**config.mk**
```make
export PLATFORM = sky130hd
export DESIGN_NAME = dsk_train_seq
export DESIGN_NICKNAME = d
export VERILOG_FILES = /design/src/rtl/dsk_train_pkg.sv /design/src/rtl/dsk_train_dp.sv /design/src/rtl/dsk_train_ctrl.sv /design/src/rtl/dsk_train_seq.sv
export SDC_FILE = /design/constraint.sdc
export NUM_CORES = 1
export LEC_CHECK = 0
export ABC_CLOCK_PERIOD_IN_PS = 2000
export CORE_ASPECT_RATIO = 1.4
export CORE_UTILIZATION = 40
export CTS_BUF_LIST = sky130_fd_sc_hd__clkbuf_8
export CTS_CLUSTER_SIZE = 24
export DETAILED_ROUTE_END_ITERATION = 8
export PLACE_DENSITY_LB_ADDON = 0.2
export SETUP_SLACK_MARGIN = 0.4
export SYNTH_ARGS = -nofsm -noshare
export SYNTH_HDL_FRONTEND = slang
export SYNTH_SLANG_ARGS = --single-unit
export TNS_END_PERCENT = 20
```
**constraint.sdc**
```tcl
create_clock -name clk -period 2 [get_ports clk]
set_input_delay 0.3 -clock clk [delete_from_list [all_inputs] [get_ports clk]]
set_output_delay 0.3 -clock clk [all_outputs]
set_load 0.01 [all_outputs]
```
**src/rtl/dsk_train_pkg.sv**
```systemverilog
package dsk_train_pkg;

  localparam int OPT_W = 8;
  localparam int OPT_TRAIN_BIT = 7;

  typedef enum logic [1:0] {
    EXP_ONES,
    EXP_TOGGLE,
    EXP_PATTERN
  } expMode_e;

  typedef enum logic [1:0] {
    PH_CA,
    PH_RD,
    PH_WR
  } phase_e;

  typedef struct packed {
    logic     clrPhase;
    logic     clrAcc;
    logic     sampEn;
    expMode_e mode;
  } dpStrobe_t;

endpackage

```
**src/rtl/dsk_train_dp.sv**
```systemverilog
module dsk_train_dp
  import dsk_train_pkg::*;
#(
  parameter int LANES = 13,
  parameter int WIN = 8,
  parameter int TW = 16,
  parameter logic [LANES-1:0] WR_PATTERN = '0
) (
  input  logic             clk,
  input  logic             rstN,
  input  dpStrobe_t        strb,
  input  logic             capValid,
  input  logic [LANES-1:0] capData,
  input  logic [TW-1:0]    timeoutCycles,
  output logic             winDone,
  output logic [LANES-1:0] badLanes,
  output logic             expired
);

  localparam int WW = $clog2(WIN + 1);

  logic [WW-1:0]    winCnt;
  logic [TW-1:0]    phaseCnt;
  logic             togRef;
  logic [LANES-1:0] expVec;

  always_comb begin
    case (strb.mode)
      EXP_ONES:    expVec = '1;
      EXP_TOGGLE:  expVec = togRef ? '1 : '0;
      EXP_PATTERN: expVec = WR_PATTERN;
      default:     expVec = '0;
    endcase
  end

  // Mismatch accumulator and the sampling window
  always_ff @(posedge clk) begin
    if (!rstN) begin
      badLanes <= '0;
      winCnt   <= '0;
      togRef   <= 1'b1;
    end else if (strb.clrAcc) begin
      badLanes <= '0;
      winCnt   <= '0;
      togRef   <= 1'b1;
    end else if (strb.sampEn) begin
      winCnt <= winCnt + 1'b1;
      if (capValid) begin
        badLanes <= badLanes | (capData ^ expVec);
        togRef   <= ~togRef;
      end
    end
  end

  assign winDone = strb.sampEn && (winCnt == WW'(WIN - 1));

  // Per-phase cycle budget
  always_ff @(posedge clk) begin
    if (!rstN) begin
      phaseCnt <= '0;
    end else if (strb.clrPhase) begin
      phaseCnt <= '0;
    end else if (phaseCnt != '1) begin
      phaseCnt <= phaseCnt + 1'b1;
    end
  end

  assign expired = (phaseCnt >= timeoutCycles);

endmodule

```
**src/rtl/dsk_train_ctrl.sv**
```systemverilog
module dsk_train_ctrl
  import dsk_train_pkg::*;
#(
  parameter int LANES = 13,
  parameter logic [LANES-1:0] WR_PATTERN = '0
) (
  input  logic             clk,
  input  logic             rstN,
  input  logic             start,
  input  logic             aligned,
  input  logic             winDone,
  input  logic             badAny,
  input  logic             expired,
  output dpStrobe_t        strb,
  output logic             cfgMode,
  output logic             regWrEn,
  output logic [OPT_W-1:0] regWrData,
  output logic [1:0]       loopSel,
  output logic             cmdWrite,
  output logic             cmdRead,
  output logic [LANES-1:0] wrData,
  output logic             adjustReq,
  output logic             busy,
  output logic             done,
  output logic             trainPass,
  output logic             trainFail,
  output logic [2:0]       phaseErr
);

  typedef enum logic [4:0] {
    S_IDLE, S_CFG_ON, S_CA_SET, S_CA_SAMP, S_CA_EVAL,
    S_RD_WR, S_RD_RD, S_RD_SAMP, S_RD_EVAL, S_CFG_OFF,
    S_WR_WR, S_WR_RD, S_WR_SAMP, S_WR_EVAL, S_ADJ,
    S_OK, S_FAIL, S_TERM
  } state_e;

  state_e     state, nextState;
  phase_e     phase;
  logic [1:0] group;
  logic       inPhase, caActive, idleLike;

  assign idleLike = (state == S_IDLE) || (state == S_TERM);
  assign inPhase  = !(idleLike || state == S_CFG_ON || state == S_OK || state == S_FAIL);
  assign caActive = (state == S_CA_SET) || (state == S_CA_SAMP) || (state == S_CA_EVAL) ||
                    (state == S_ADJ && phase == PH_CA);

  always_comb begin
    nextState = state;
    case (state)
      S_IDLE, S_TERM: if (start) nextState = S_CFG_ON;
      S_CFG_ON:  nextState = S_CA_SET;
      S_CA_SET:  nextState = S_CA_SAMP;
      S_CA_SAMP: if (winDone) nextState = S_CA_EVAL;
      S_CA_EVAL: nextState = badAny ? S_ADJ : (group == 2'd2 ? S_RD_WR : S_CA_SET);
      S_RD_WR:   nextState = S_RD_RD;
      S_RD_RD:   nextState = S_RD_SAMP;
      S_RD_SAMP: if (winDone) nextState = S_RD_EVAL;
      S_RD_EVAL: nextState = badAny ? S_ADJ : S_CFG_OFF;
      S_CFG_OFF: nextState = S_WR_WR;
      S_WR_WR:   nextState = S_WR_RD;
      S_WR_RD:   nextState = S_WR_SAMP;
      S_WR_SAMP: if (winDone) nextState = S_WR_EVAL;
      S_WR_EVAL: nextState = badAny ? S_ADJ : S_OK;
      S_ADJ: if (aligned) begin
        case (phase)
          PH_CA:   nextState = S_CA_SET;
          PH_RD:   nextState = S_RD_WR;
          default: nextState = S_WR_WR;
        endcase
      end
      S_OK, S_FAIL: nextState = S_TERM;
      default: nextState = S_IDLE;
    endcase
    if (inPhase && expired) nextState = S_FAIL;
  end

  always_ff @(posedge clk) begin
    if (!rstN) begin
      state     <= S_IDLE;
      phase     <= PH_CA;
      group     <= 2'd0;
      trainPass <= 1'b0;
      trainFail <= 1'b0;
      phaseErr  <= 3'b000;
    end else begin
      state <= nextState;
      if (idleLike && nextState == S_CFG_ON) begin
        trainPass <= 1'b0;
        trainFail <= 1'b0;
        phaseErr  <= 3'b000;
      end
      if (state == S_CFG_ON) begin
        group <= 2'd0;
        phase <= PH_CA;
      end
      if (state == S_CA_EVAL && nextState == S_CA_SET) group <= group + 2'd1;
      if (state == S_CA_EVAL && nextState == S_RD_WR) phase <= PH_RD;
      if (state == S_RD_EVAL && nextState == S_CFG_OFF) phase <= PH_WR;
      if (nextState == S_OK) trainPass <= 1'b1;
      if (nextState == S_FAIL) begin
        trainFail <= 1'b1;
        phaseErr  <= phaseErr | (3'b001 << phase);
      end
    end
  end

  always_comb begin
    strb.clrPhase = (state == S_CFG_ON) ||
                    (state == S_CA_EVAL && nextState == S_RD_WR) ||
                    (state == S_RD_EVAL && nextState == S_CFG_OFF);
    strb.clrAcc   = (state == S_CA_SET) || (state == S_RD_RD) || (state == S_WR_RD);
    strb.sampEn   = (state == S_CA_SAMP) || (state == S_RD_SAMP) || (state == S_WR_SAMP);
    case (phase)
      PH_CA:   strb.mode = EXP_ONES;
      PH_RD:   strb.mode = EXP_TOGGLE;
      default: strb.mode = EXP_PATTERN;
    endcase
  end

  always_comb begin
    regWrData = '0;
    regWrData[OPT_TRAIN_BIT] = (state == S_CFG_ON);
  end

  assign cfgMode   = (state == S_CFG_ON) || (state == S_CFG_OFF);
  assign regWrEn   = cfgMode;
  assign loopSel   = caActive ? group : 2'b11;
  assign cmdWrite  = (state == S_RD_WR) || (state == S_WR_WR);
  assign wrData    = (state == S_RD_WR) ? '1 : ((state == S_WR_WR) ? WR_PATTERN : '0);
  assign cmdRead   = (state == S_RD_RD) || (state == S_WR_RD);
  assign adjustReq = (state == S_ADJ);
  assign busy      = !idleLike;
  assign done      = (state == S_OK) || (state == S_FAIL);

endmodule

```
**src/rtl/dsk_train_seq.sv**
```systemverilog
module dsk_train_seq
  import dsk_train_pkg::*;
#(
  parameter int LANES = 13,
  parameter int WIN = 8,
  parameter int TW = 16,
  parameter logic [LANES-1:0] WR_PATTERN = 13'h0A5A
) (
  input  logic             clk,
  input  logic             rstN,
  input  logic             start,
  input  logic [TW-1:0]    timeoutCycles,
  input  logic             capValid,
  input  logic [LANES-1:0] capData,
  input  logic             aligned,
  output logic             cfgMode,
  output logic             regWrEn,
  output logic [OPT_W-1:0] regWrData,
  output logic [1:0]       loopSel,
  output logic             cmdWrite,
  output logic             cmdRead,
  output logic [LANES-1:0] wrData,
  output logic             adjustReq,
  output logic [LANES-1:0] adjustLanes,
  output logic             busy,
  output logic             done,
  output logic             trainPass,
  output logic             trainFail,
  output logic [2:0]       phaseErr
);

  dpStrobe_t        strb;
  logic             winDone, expired;
  logic [LANES-1:0] badLanes;

  dsk_train_ctrl #(.LANES(LANES), .WR_PATTERN(WR_PATTERN)) u_ctrl (
    .clk(clk), .rstN(rstN), .start(start), .aligned(aligned),
    .winDone(winDone), .badAny(|badLanes), .expired(expired), .strb(strb),
    .cfgMode(cfgMode), .regWrEn(regWrEn), .regWrData(regWrData),
    .loopSel(loopSel), .cmdWrite(cmdWrite), .cmdRead(cmdRead),
    .wrData(wrData), .adjustReq(adjustReq), .busy(busy), .done(done),
    .trainPass(trainPass), .trainFail(trainFail), .phaseErr(phaseErr)
  );

  dsk_train_dp #(.LANES(LANES), .WIN(WIN), .TW(TW), .WR_PATTERN(WR_PATTERN)) u_dp (
    .clk(clk), .rstN(rstN), .strb(strb), .capValid(capValid),
    .capData(capData), .timeoutCycles(timeoutCycles),
    .winDone(winDone), .badLanes(badLanes), .expired(expired)
  );

  assign adjustLanes = adjustReq ? badLanes : '0;

endmodule

```
==> run_results.csv <==
group,metric,value,unit
cts,clkLatencyLatePin,0.31,ns
floorplanning,num_rows,38,
sta,maxSlewViolCount,0,
layout,multi_input_area,0.00248,mm2
detailed_routing,ant_nets,0,
floorplanning,die_area,0.00847,mm2
power,totalPowerFinal,2.74,mW
power,p_clk_share,23.0,%
worst_setup_path,r2r_end,"u_dp.phaseCnt[12]",
power,vdd_drop_max,0.356,mV
worst_setup_path,reg2reg_depth,8,
power,power_frac_comb,39.4,%
global_route,grt_antenna_before_repair,0,
power,switching_power,0.908,mW
detailed_routing,drt_wl_total,10400,um
cts,cts_hold_buf,0,
placement,pre_cts_ws,-0.588,ns
synth,synth_flop_cell,"dfxtp_1",
layout,layout_commonest_cell,"buf_4",
floorplanning,start_util,41.6,%
sta,hold_viol,0,
outcome,status,"complete, but fails checks",
detailed_routing,num_vias,3587,
placement,place.gp.congestion,0.877,
sta,rsz0062_at_grt,"true",
layout,fill_cells,611,
worst_setup_path,cp_max_fo,16,
layout,fin_util,70.7,%
placement,hpwl,7080,um
placement,port_buffers,74,
cts,h-tree-depth,2,
cts,numCtsBuffers,5,
sta,setup_tns,-2.16,ns
layout,layout_common_cells,"77 x buf_4, 53 x buf_6, 37 x dfxtp_1, 36 x nor2_1, 28 x clkdlybuf4s50_1",
synth,postSynth.asyncResetShare,0,%
power,seqPwrFrac,37.6,%
cts,cts_sinks,48,
floorplanning,die_w,78.1,um
synth,yosysWarnings,0,
floorplanning,core_area,0.00780,mm2
sta,setup_viol,24,
layout,nNetsFinal,622,
cts,clockBufferDepth,2,
layout,syn_to_final_growth,70.1,%
detailed_routing,drc_errors,0,
worst_setup_path,critical_path_class,"flop to flop",
detailed_routing,firstDrtPassIters,4,
worst_setup_path,end_kind,"flop",
power,power.internal,1.83,mW
worst_setup_path,required,2.19,ns
power,p_per_area,496,mW/mm2
synth,synth-edff-count,0,
cts,cts_root_buffer,"clkbuf_8",
floorplanning,die_h,109,um
detailed_routing,vias_per_cell,5.35,
sta,skew,0.0117,ns
detailed_routing,avgRoutedWirePerCell,15.5,um
worst_setup_path,start_kind,"flop",
sta,fin_crit_sh,106,%
outcome,violations,"setup timing",
worst_setup_path,r2r_slack,-0.12,ns
worst_setup_path,crit_start,"u_ctrl.state[0]",
global_route,grt_pass1_vias,3537,
cts,cts_tree,"built",
worst_setup_path,r2r_start,"u_ctrl.state[0]",
global_route,grt_usage,24.5,%
sta,fin_ws,-0.120,ns
synth,synth_cell_type_count,61,
synth,syn_area,0.00324,mm2
power,leakage,2.30,nW
layout,register_area,987,um2
power,p_sw_share,33.2,%
min_path,hold_path.startpoint,"u_ctrl.trainFail",
floorplanning,io_pins,82,
global_route,grt_max_degree,19,
cts,clkTransAtPathRegs,0.10,ns
synth,synth.yosys.seq_area_share,29.6,%
detailed_routing,initialDrtViolationCount,121,
min_path,hp-class,"flop to flop",
sta,worstMarginPinSlew,0.544,ns
global_route,grt_pass1_wl,16300,um
global_route,overflow,0,
worst_setup_path,endpoint,"u_dp.phaseCnt[12]",
sta,max_freq,0.472,GHz
run,cap_viol_max_count,0,
sta,period_needed,2.12,ns
synth,yosys_register_bits,48,
synth,syn_avg_cell_area,7.83,um2
worst_setup_path,worstPathArrival,2.31,ns
sta,slew_headroom,63.7,%
synth,synthCells,414,
layout,drive_above_1_share,46.8,%
layout,insertedDiodeCount,0,
## worst min-delay path by stage
stage	to	slack, ns	depth (start not counted)
floorplan	u_ctrl.phase[0]	0.42	1
global placement	u_ctrl.trainFail	0.44	2
global route	u_ctrl.trainFail	0.49	2
detailed placement	u_ctrl.trainFail	0.44	2
CTS	u_ctrl.trainFail	0.46	2
finish	u_ctrl.trainFail	0.45	2
## cell usage after synthesis (3+ instances only)
master / instances / area share (%)
a21oi_1: 33 / 5.1
ha_1: 19 / 7.3
and4_1: 3 / 0.81
and3_1: 3 / 0.58
and2_1: 17 / 3.3
clkbuf_1: 8 / 0.93
nand4_1: 8 / 1.5
o21ai_1: 3 / 0.46
a31oi_1: 5 / 0.96
nor3_1: 26 / 4.0
nand2b_1: 7 / 1.4
nor3b_1: 3 / 0.69
nand2_1: 26 / 3.0
xor2_1: 10 / 2.7
o211ai_1: 3 / 0.69
xnor2_1: 19 / 5.1
nor2b_1: 4 / 0.77
buf_4: 21 / 4.9
buf_2: 5 / 0.77
nand3_1: 11 / 1.7
nor4_1: 6 / 1.2
nor2_1: 42 / 4.9
a211oi_1: 3 / 0.69
o21ai_0: 6 / 0.93
buf_1: 3 / 0.35
dfxtp_1: 48 / 30
inv_1: 27 / 3.1
## layer usage
metal  wire (um)  global-route usage, %
met1        3930                   26.5
met2        5670                   45.6
met3         319                   2.87
met4         486                   13.6
met5           0                      0
## metrics by stage
stage / instance area [um2] / hold slack [ns] / std cells
floorplan: 3340 / 0.418 / 420
global placement: 4610 / 0.443 / 639
detailed placement: 4610 / 0.441 / 639
CTS: 5250 / 0.456 / 669
global route: 5510 / 0.486 / 670
finish: 5510 / 0.452 / 670
## power by group through the flow
stage | clock network [mW] | logic [mW] | registers (mW)
floorplan | 0 | 0.414 | 1.03
global placement | 0 | 0.809 | 1.04
detailed placement | 0 | 0.816 | 1.04
CTS | 0.644 | 1.00 | 1.02
global route | 0.669 | 1.15 | 1.03
finish | 0.630 | 1.08 | 1.03
## kinds of logic after synthesis
group	count (synthesis)	synth area share, %
AO/OA/AOI/OAI	79	16.5
XOR/XNOR	29	7.83
adder cells (fa/ha/maj)	19	7.33
buffers and inverters	66	10.7
flip-flops	48	29.6
multiplexers	2	0.618
other	1	0.116
AND/OR/NAND/NOR	170	27.2
## sequential cells by signal, summed over array words and instances (netlist names)
name / count
u_ctrl.phaseErr: 3
u_dp.phaseCnt: 16
u_dp.badLanes: 13
u_ctrl.trainPass: 1
u_ctrl.phase: 2
u_ctrl.trainFail: 1
u_dp.togRef: 1
u_ctrl.state: 5
u_dp.winCnt: 4
u_ctrl.group: 2
## worst max-delay path, cell delays in order, from the launching register on
cell	delay [ns]
dfxtp_4	0.38
buf_6	0.13
or4b_4	0.54
o22ai_4	0.15
a211o_2	0.15
o2111ai_2	0.12
a221oi_4	0.29
buf_12	0.19
nor4_1	0.06
## layout make-up
cell class	count	area share (%)
Multi-Input combinational cell	306	44.9
Timing Repair Buffer	181	31.3
Sequential cell	48	17.9
Tap cell	100	2.27
Inverter	27	1.84
Clock buffer	6	1.50
Clock inverter	2	0.250
## repair_timing
item | in CTS | in global routing
pin swaps | 53 | 54
endpoints found under the setup margin | 82 | 83
buffers inserted | 19 | 1
gates cloned | 3 | 0
resized for setup | 269 | 64
Note: power is estimated with default switching activity, not from simulation.
